File: src/rtl/cmpu_pkg.sv
package cmpu_pkg;

    localparam int TMR_W  = 16;
    localparam int MODE_W = 4;

    typedef enum logic [MODE_W-1:0] {
        CM_OFF = 4'b0000,
        CM_SET = 4'b1000,
        CM_CLR = 4'b1001,
        CM_SWI = 4'b1010,
        CM_SEV = 4'b1011
    } cm_mode_e;

    typedef struct packed {
        logic hit;
        logic go_hi;
        logic go_lo;
        logic sev;
    } cmp_evt_t;

    function automatic logic mode_active(input logic [MODE_W-1:0] m);
        return (m == CM_SET) || (m == CM_CLR) || (m == CM_SWI) || (m == CM_SEV);
    endfunction

    function automatic cmp_evt_t decode_evt(input logic raw, input logic [MODE_W-1:0] m);
        cmp_evt_t ev;
        ev.hit   = raw && mode_active(m);
        ev.go_hi = ev.hit && (m == CM_SET);
        ev.go_lo = ev.hit && (m == CM_CLR);
        ev.sev   = ev.hit && (m == CM_SEV);
        return ev;
    endfunction

endpackage

File: src/rtl/cmpu_timer.sv
module cmpu_timer
    import cmpu_pkg::*;
#(
    parameter int W = TMR_W
) (
    input  logic         clk,
    input  logic         rst,
    input  logic         tick_en,
    input  logic         sev_rst,
    input  logic         ovf_clr,
    output logic [W-1:0] tmr_q,
    output logic [W-1:0] tmr_nxt,
    output logic         ovf_q
);

    localparam logic [W-1:0] TOP = {W{1'b1}};

    logic wrap;

    always_comb begin
        wrap = tick_en && (tmr_q == TOP) && !sev_rst;
        if (sev_rst)
            tmr_nxt = '0;
        else if (tick_en)
            tmr_nxt = tmr_q + 1'b1;
        else
            tmr_nxt = tmr_q;
    end

    always_ff @(posedge clk) begin
        if (rst) begin
            tmr_q <= '0;
            ovf_q <= 1'b0;
        end else begin
            tmr_q <= tmr_nxt;
            if (wrap)
                ovf_q <= 1'b1;
            else if (ovf_clr)
                ovf_q <= 1'b0;
        end
    end

    assert_ovf_only_wrap_R6: assert property (@(posedge clk) disable iff (rst)
        $rose(ovf_q) |-> ($past(tmr_q) == TOP) && $past(tick_en) && !$past(sev_rst));

    assert_tmr_step_R2: assert property (@(posedge clk) disable iff (rst)
        (tmr_q != $past(tmr_q)) |-> ((tmr_q == $past(tmr_q) + 1'b1) || (tmr_q == '0)));

endmodule

File: src/rtl/cmpu_match.sv
module cmpu_match
    import cmpu_pkg::*;
#(
    parameter int W = TMR_W
) (
    input  logic              clk,
    input  logic              rst,
    input  logic [W-1:0]      tmr_q,
    input  logic [W-1:0]      tmr_nxt,
    input  logic [W-1:0]      cmp_q,
    input  logic [MODE_W-1:0] mode_q,
    input  logic              rearm,
    output cmp_evt_t          evt
);

    logic seen_q;

    always_comb begin
        evt = decode_evt((tmr_q == cmp_q) && !seen_q, mode_q);
    end

    always_ff @(posedge clk) begin
        if (rst)
            seen_q <= 1'b0;
        else if (rearm || (tmr_nxt != tmr_q))
            seen_q <= 1'b0;
        else if (evt.hit)
            seen_q <= 1'b1;
    end

    assert_single_hit_R10: assert property (@(posedge clk) disable iff (rst)
        evt.hit |=> (!evt.hit || $past(rearm)));

endmodule

File: src/rtl/cmpu_action.sv
module cmpu_action
    import cmpu_pkg::*;
(
    input  logic              clk,
    input  logic              rst,
    input  cmp_evt_t          evt,
    input  logic              mode_wr,
    input  logic [MODE_W-1:0] mode_wdata,
    input  logic              flag_clr,
    input  logic              conv_en,
    output logic              pin_q,
    output logic              flag_q,
    output logic              conv_q
);

    always_ff @(posedge clk) begin
        if (rst) begin
            pin_q  <= 1'b0;
            flag_q <= 1'b0;
            conv_q <= 1'b0;
        end else begin
            if (mode_wr && (mode_wdata == CM_OFF))
                pin_q <= 1'b0;
            else if (evt.go_hi)
                pin_q <= 1'b1;
            else if (evt.go_lo)
                pin_q <= 1'b0;

            if (evt.hit)
                flag_q <= 1'b1;
            else if (flag_clr)
                flag_q <= 1'b0;

            conv_q <= evt.sev && conv_en;
        end
    end

    assert_flag_hold_R9: assert property (@(posedge clk) disable iff (rst)
        (flag_q && !flag_clr) |=> flag_q);

    assert_conv_pulse_R7: assert property (@(posedge clk) disable iff (rst)
        conv_q |=> !conv_q);

    assert_pin_off_R11: assert property (@(posedge clk) disable iff (rst)
        (mode_wr && (mode_wdata == CM_OFF)) |=> !pin_q);

endmodule

File: src/rtl/cmp_timer_unit.sv
module cmp_timer_unit
    import cmpu_pkg::*;
#(
    parameter int W = TMR_W
) (
    input  logic              clk,
    input  logic              rst,
    input  logic              cmp_wr,
    input  logic [W-1:0]      cmp_wdata,
    input  logic              mode_wr,
    input  logic [MODE_W-1:0] mode_wdata,
    input  logic              flag_clr,
    input  logic              ovf_clr,
    input  logic              tick_en,
    input  logic              conv_en,
    output logic [W-1:0]      timer_val,
    output logic              compare_out,
    output logic              cmp_flag,
    output logic              ovf_flag,
    output logic              conv_start
);

    logic [W-1:0]      cmp_q;
    logic [MODE_W-1:0] mode_q;
    logic [W-1:0]      tmr_q;
    logic [W-1:0]      tmr_nxt;
    cmp_evt_t          evt;

    always_ff @(posedge clk) begin
        if (rst) begin
            cmp_q  <= '0;
            mode_q <= CM_OFF;
        end else begin
            if (cmp_wr)
                cmp_q <= cmp_wdata;
            if (mode_wr)
                mode_q <= mode_wdata;
        end
    end

    cmpu_timer #(.W(W)) u_timer (
        .clk     (clk),
        .rst     (rst),
        .tick_en (tick_en),
        .sev_rst (evt.sev),
        .ovf_clr (ovf_clr),
        .tmr_q   (tmr_q),
        .tmr_nxt (tmr_nxt),
        .ovf_q   (ovf_flag)
    );

    cmpu_match #(.W(W)) u_match (
        .clk     (clk),
        .rst     (rst),
        .tmr_q   (tmr_q),
        .tmr_nxt (tmr_nxt),
        .cmp_q   (cmp_q),
        .mode_q  (mode_q),
        .rearm   (cmp_wr || mode_wr),
        .evt     (evt)
    );

    cmpu_action u_action (
        .clk        (clk),
        .rst        (rst),
        .evt        (evt),
        .mode_wr    (mode_wr),
        .mode_wdata (mode_wdata),
        .flag_clr   (flag_clr),
        .conv_en    (conv_en),
        .pin_q      (compare_out),
        .flag_q     (cmp_flag),
        .conv_q     (conv_start)
    );

    assign timer_val = tmr_q;

    assert_sev_zero_R5: assert property (@(posedge clk) disable iff (rst)
        evt.sev |=> (timer_val == '0));

endmodule

File: config.mk
export PLATFORM = sky130hd
export DESIGN_NAME = cmp_timer_unit
export DESIGN_NICKNAME = d
export VERILOG_FILES = /design/src/rtl/cmpu_pkg.sv /design/src/rtl/cmpu_timer.sv /design/src/rtl/cmpu_match.sv /design/src/rtl/cmpu_action.sv /design/src/rtl/cmp_timer_unit.sv
export SDC_FILE = /design/constraint.sdc
export NUM_CORES = 1
export LEC_CHECK = 0
export ABC_CLOCK_PERIOD_IN_PS = 2100
export BUFFER_PORTS_ARGS = -buffer_cell sky130_fd_sc_hd__buf_2
export CAP_MARGIN = 40
export CORE_MARGIN = 2
export CORE_UTILIZATION = 50
export DETAILED_ROUTE_END_ITERATION = 10
export GPL_TIMING_DRIVEN = 0
export PLACE_DENSITY = 0.86
export SYNTH_ARGS = -nofsm -noshare
export SYNTH_HDL_FRONTEND = slang
export SYNTH_SLANG_ARGS = --single-unit
File: constraint.sdc
create_clock -name clk -period 2.1 [get_ports clk]
set_input_delay 0.105 -clock clk [delete_from_list [all_inputs] [get_ports clk]]
set_output_delay 0.105 -clock clk [all_outputs]
set_load 0.01 [all_outputs]
* Word-level counts from Yosys, hierarchy flattened
Index checks and enable logic that the tools add are counted.
** Word-level totals
- Output and inout port bits :: 20
- Flip-flop bits (word level) :: 41
** Cells by class
- Multiplexer cells :: 8
- Reduce and logical (&&, ||, !) cells :: 22
- Add/sub/neg operators :: 1
- Equality and inequality tests :: 7
** Operators with widths (count)
- $mux 16 :: 2
- $add 16x1->16 const B :: 1
- $eq 16x16->1 :: 1
- $eq 16x16->1 const B :: 1
- $eq 4x4->1 const B :: 4
- $ne 16x16->1 :: 1
- $logic_and 1x1->1 :: 9
- $mux 1 :: 6
- $reduce_bool 2->1 :: 3
- $logic_or 1x1->1 :: 5
- $logic_not 4->1 :: 1
- $reduce_or 2->1 :: 2
- $logic_not 1->1 :: 2

* Depth between registers and ports, before layout
- Depth in word-level cells :: 10
- Depth in mapped cells :: 7
- Depth with buffers taken out :: 6

* By module
A second synthesis with hierarchy kept.
** Unflattened totals
- Cells, all modules :: 240
- Area total of the unflattened synthesis :: 2203.4 um2
** By module, submodules not included
- cmpu_timer :: area each 922.1 um2, seq. area each 340.3 um2, times used 1, cells an instance 112
- cmp_timer_unit :: area each 725.7 um2, seq. area each 400.4 um2, times used 1, cells an instance 66
- cmpu_match :: area each 429.2 um2, seq. area each 20.0 um2, times used 1, cells an instance 49
- cmpu_action :: area each 126.4 um2, seq. area each 60.1 um2, times used 1, cells an instance 13

* Least setup slack after synthesis
OpenSTA, ideal clock, no wires.
- Path kind :: register to register
- Start point :: register u_timer.tmr_q[6]
- End point :: register u_timer.tmr_q[9]
- Required time :: 1985 ps
- Slack :: 489 ps
- Arrival time :: 1496 ps
- Library setup time :: 115 ps
- Path buffers :: 2
- Cell stages (with the launch flop) :: 8
- Cell sequence :: dfxtp_1 -> clkbuf_2 -> xnor2_1 -> nand4_1 -> nor3_4 -> a41o_4 -> buf_6 -> nor2_1
** On the way
- Word-level cells in the longest chain between the ends :: 5
- Elaborated cells between the ends (all ways) :: 7
** Ends and longest elaborated chain
- from (decl) :: line cmpu_timer.sv:11 : output logic [W-1:0] tmr_q,
- from (signal assigned) :: line cmpu_timer.sv:35 : tmr_q <= tmr_nxt;
- branches (longest 4 deep; another with $add 16x1->16)
- $mux 16 * :: line cmpu_timer.sv:22 : if (sev_rst)
Every way passes the cells marked *.
A chain may end at the register's enable or synchronous reset.

* Final worst setup path
- Start point :: register u_timer.tmr_q[0]
- End point :: register u_timer.tmr_q[12]
The elaborated chain is that of the path after synthesis.

==> summary.md <==
| Metric | Value |
|---|---|
| Max_slew headroom | 0.6709 |
| R2r worst-path depth | 7 |
| GRT overflow | 0 |
| F_max | between 500 and 600 MHz |
| Layout area overhead | 20.89% |
| Crit path max-delay cell type | dfxtp_1 |
| Core area | 3633 sq um |
| Yosys reg bits | 41 |
| Crit path DAT | about 1900 ps |
| Clock skew | 8.001 ps |
| Clock Path Buffers | 2 |
| Max Cap Viol | 0 |
| Hold Crit Start | conv_en |
| DP Area | 2150 sq um |
| H-tree depth | 2 |
| Routed WL | 3.650 mm |
| Number of diodes | 0 |
| Clock Latency Late Sink | 290 ps |
| CTS tree | done |
| Post-synthesis sequential area ratio | 0.4379 |
| Design area | 2266 sq um |
| WL per Instance | 12.25 microns |
| Met1 GRT Util | 0.2649 |
| Sink Count | 41 |
| Drt pass-1 iters | 4 |
| Mapped Area | 1874 sq um |
| Most used DFF post-synth | dfxtp_1 |
| Status | completed |
| Final ANT Viol Nets | 0 |
| Req. time, crit path | 2300 ps |
| GRT Util Overall | 0.1953 |
| Worst slew pin tran | 489.9 ps |
| Power per cell area | 717.2 nW/um^2 |
| Setup crit end | u_timer.tmr_q[12] |
| Detailed Route Iter0 Violations | 99 |
| Async S/R FF share, synth | 0 |
| Critical Path End Type | register |
| Worst path bufs/invs | 1 |
| FF-to-FF setup slack | between 300 and 400 ps |
| GR Util met3 | 0.05137 |
| Gate Count Post-Synth | 199 |
| Setup TNS Final | 0 ps |
| Number of CTS-inserted buffers | 5 |
| Syn avg cell area | roughly 9.4 sq um |
| GP Congestion | 0.8918 |
| Critical path type | reg -> reg |
| Final nets | 278 |
| Buffers added on ports | 43 |
| Busiest grt layer | met2 |
| Vias | 1535 |
| Reg2reg end | u_timer.tmr_q[12] |
| Initial antenna violation count | 0 |
| Worst-path clk slew | 80 ps |
| Largest net degree at the start of global routing | 13 |
| Crit share post-route | 0.8319 |
| Crit path max fanout | 7 |
| Critical Path Source | u_timer.tmr_q[0] |
| Critical path startpoint category | register |
| RSZ-0062 raised after global routing | false |
| Worst vdd ir | around 0.47 mV |
| Final setup viols | 0 |
| Fin crit period | 1747 ps |
| Critical path's top delay family | simple AND/OR/NAND/NOR gates |
| Die Y-Extent | approximately 65 microns |
| Final hold slack | between 20 and 30 ps |
| Dpl hpwl | between 2 and 3 mm |
| CP Cell Sequence | ha_1 > and3_1 > clkbuf_1 > nand4_1 > nor3_1 > xnor2_1 > nor2_1 |
| Met2 Use GR | 0.2959 |
| Hold buffers post-CTS | 0 |
| First-pass GRT wire length | 6.313 mm |
| P_leak | 1.032 nW |
| RR Startpoint | u_timer.tmr_q[0] |
| Fraction of layout cells with a size suffix above 1 | 0.2480 |
| Endpoints failing hold | 0 |
| Critical Path Stages | 7 |
| DR vias/cell | approximately 5.2 |
| Ys Warns | 0 |
| Root Driver | clkbuf_8 |
| Resize count post-CTS | 0 |
| Initial Utilization | 0.5158 |
| Synth Net Count | approximately 230 |
| Hold Path Class | in -> reg |
| Synth unique cells | 30 |
| Die X | 65.23 microns |
| Residual DRC count | 0 |
| DIE AREA | 4254 sq um |
| Commonest cells after routing, fill and taps aside | buf_2, dfxtp_1, nor2_1 |
| EDFF count, synth | 0 |
| Worst path max stage delay | ~500 ps |
| Most common cell after layout, fill and taps aside | buf_2 |
| Pins Over Slew Limit | 0 |
| # IOs | 48 |
| Vias in the first global route | approximately 1400 |
| # rows | 22 |
| Post-CTS setup buffers | 0 |
[stage by stage]
| step | std cells | utilization | setup slack (ps) | total power [mW] |
|---|---|---|---|---|
| final | 298 | 0.6236 | 353.1 | 1.625 |
| after detailed placement | 290 | 0.5916 | 356.5 | 1.000 |
| after floorplan | 199 | - | 489.4 | 0.9499 |
| after global placement | 290 | 0.5916 | 392.5 | 0.9954 |
| after CTS | 298 | 0.6236 | 355.2 | 1.641 |
| after global routing | 298 | 0.6236 | 240.7 | 1.711 |
[how the worst min path moves through the flow]
stage                      endpoint  slack (ps)  depth (start not counted)
finish              u_action.conv_q          30                          3
global route               cmp_q[5]          30                          3
CTS                 u_action.conv_q          20                          3
detailed placement  u_action.conv_q         330                          3
global placement           cmp_q[9]         340                          3
floorplan           u_action.conv_q         220                          2
[Yosys cell counts, types with 2 or more instances]
cell type  count  area share
nor2_1        38       0.076
xor2_1        16       0.075
nand4_1        7       0.023
inv_1          2      0.0040
nor4_1         8       0.027
buf_6          2       0.012
xnor2_1       15       0.070
clkbuf_1       4      0.0080
nand2_1        8       0.016
nand2b_1       3       0.010
nor3_1         3      0.0080
buf_2          4       0.011
nand3_1        7       0.019
dfxtp_1       41        0.44
a21oi_1        3      0.0080
mux2i_1       22        0.12
and3_1         3       0.010
[state kept, by name, summed over array words and instances, names as in the netlist]
signal and flops:
u_timer.ovf_q 1, cmp_q 16, u_action.conv_q 1, mode_q 4
u_match.seen_q 1, u_timer.tmr_q 16, u_action.pin_q 1, u_action.flag_q 1
[kinds of logic after synthesis]
group,share of synthesized area
AO/OA/AOI/OAI,0.03471
XOR/XNOR,0.1449
adder cells (fa/ha/maj),0.006675
buffers and inverters,0.03938
flip-flops,0.4379
multiplexers,0.1175
AND/OR/NAND/NOR,0.2190
[area by class of cell]
cell class,instances,area (sq um)
Tap cell,48,60.06
Multi-Input combinational cell,144,979.7
Fill cell,324,1368
Inverter,2,7.507
Sequential cell,41,820.8
Buffer,12,66.31
Clock buffer,7,86.33
Timing Repair Buffer,43,215.2
Clock inverter,1,30.03
[report_power, final]
| part | leakage [nW] | internal [mW] | total, mW | switching (mW) |
|---|---|---|---|---|
| registers | 0.335 | 0.805 | 0.833 | 0.0280 |
| clock network | 0.0585 | 0.387 | 0.644 | 0.256 |
| logic | 0.639 | 0.0767 | 0.149 | 0.0723 |
[worst min-delay path, stage by stage]
cell and delay, ps:
buf_2 90, inv_1 40, nor4_1 40
[metal layers]
layer / part of all wire / vias up
li1: - / 778
met1: 0.47 / 700
met2: 0.45 / 51
met3: 0.062 / 6
met4: 0.019 / 0
met5: 0 / -
Power figures use the tool's default switching activity.
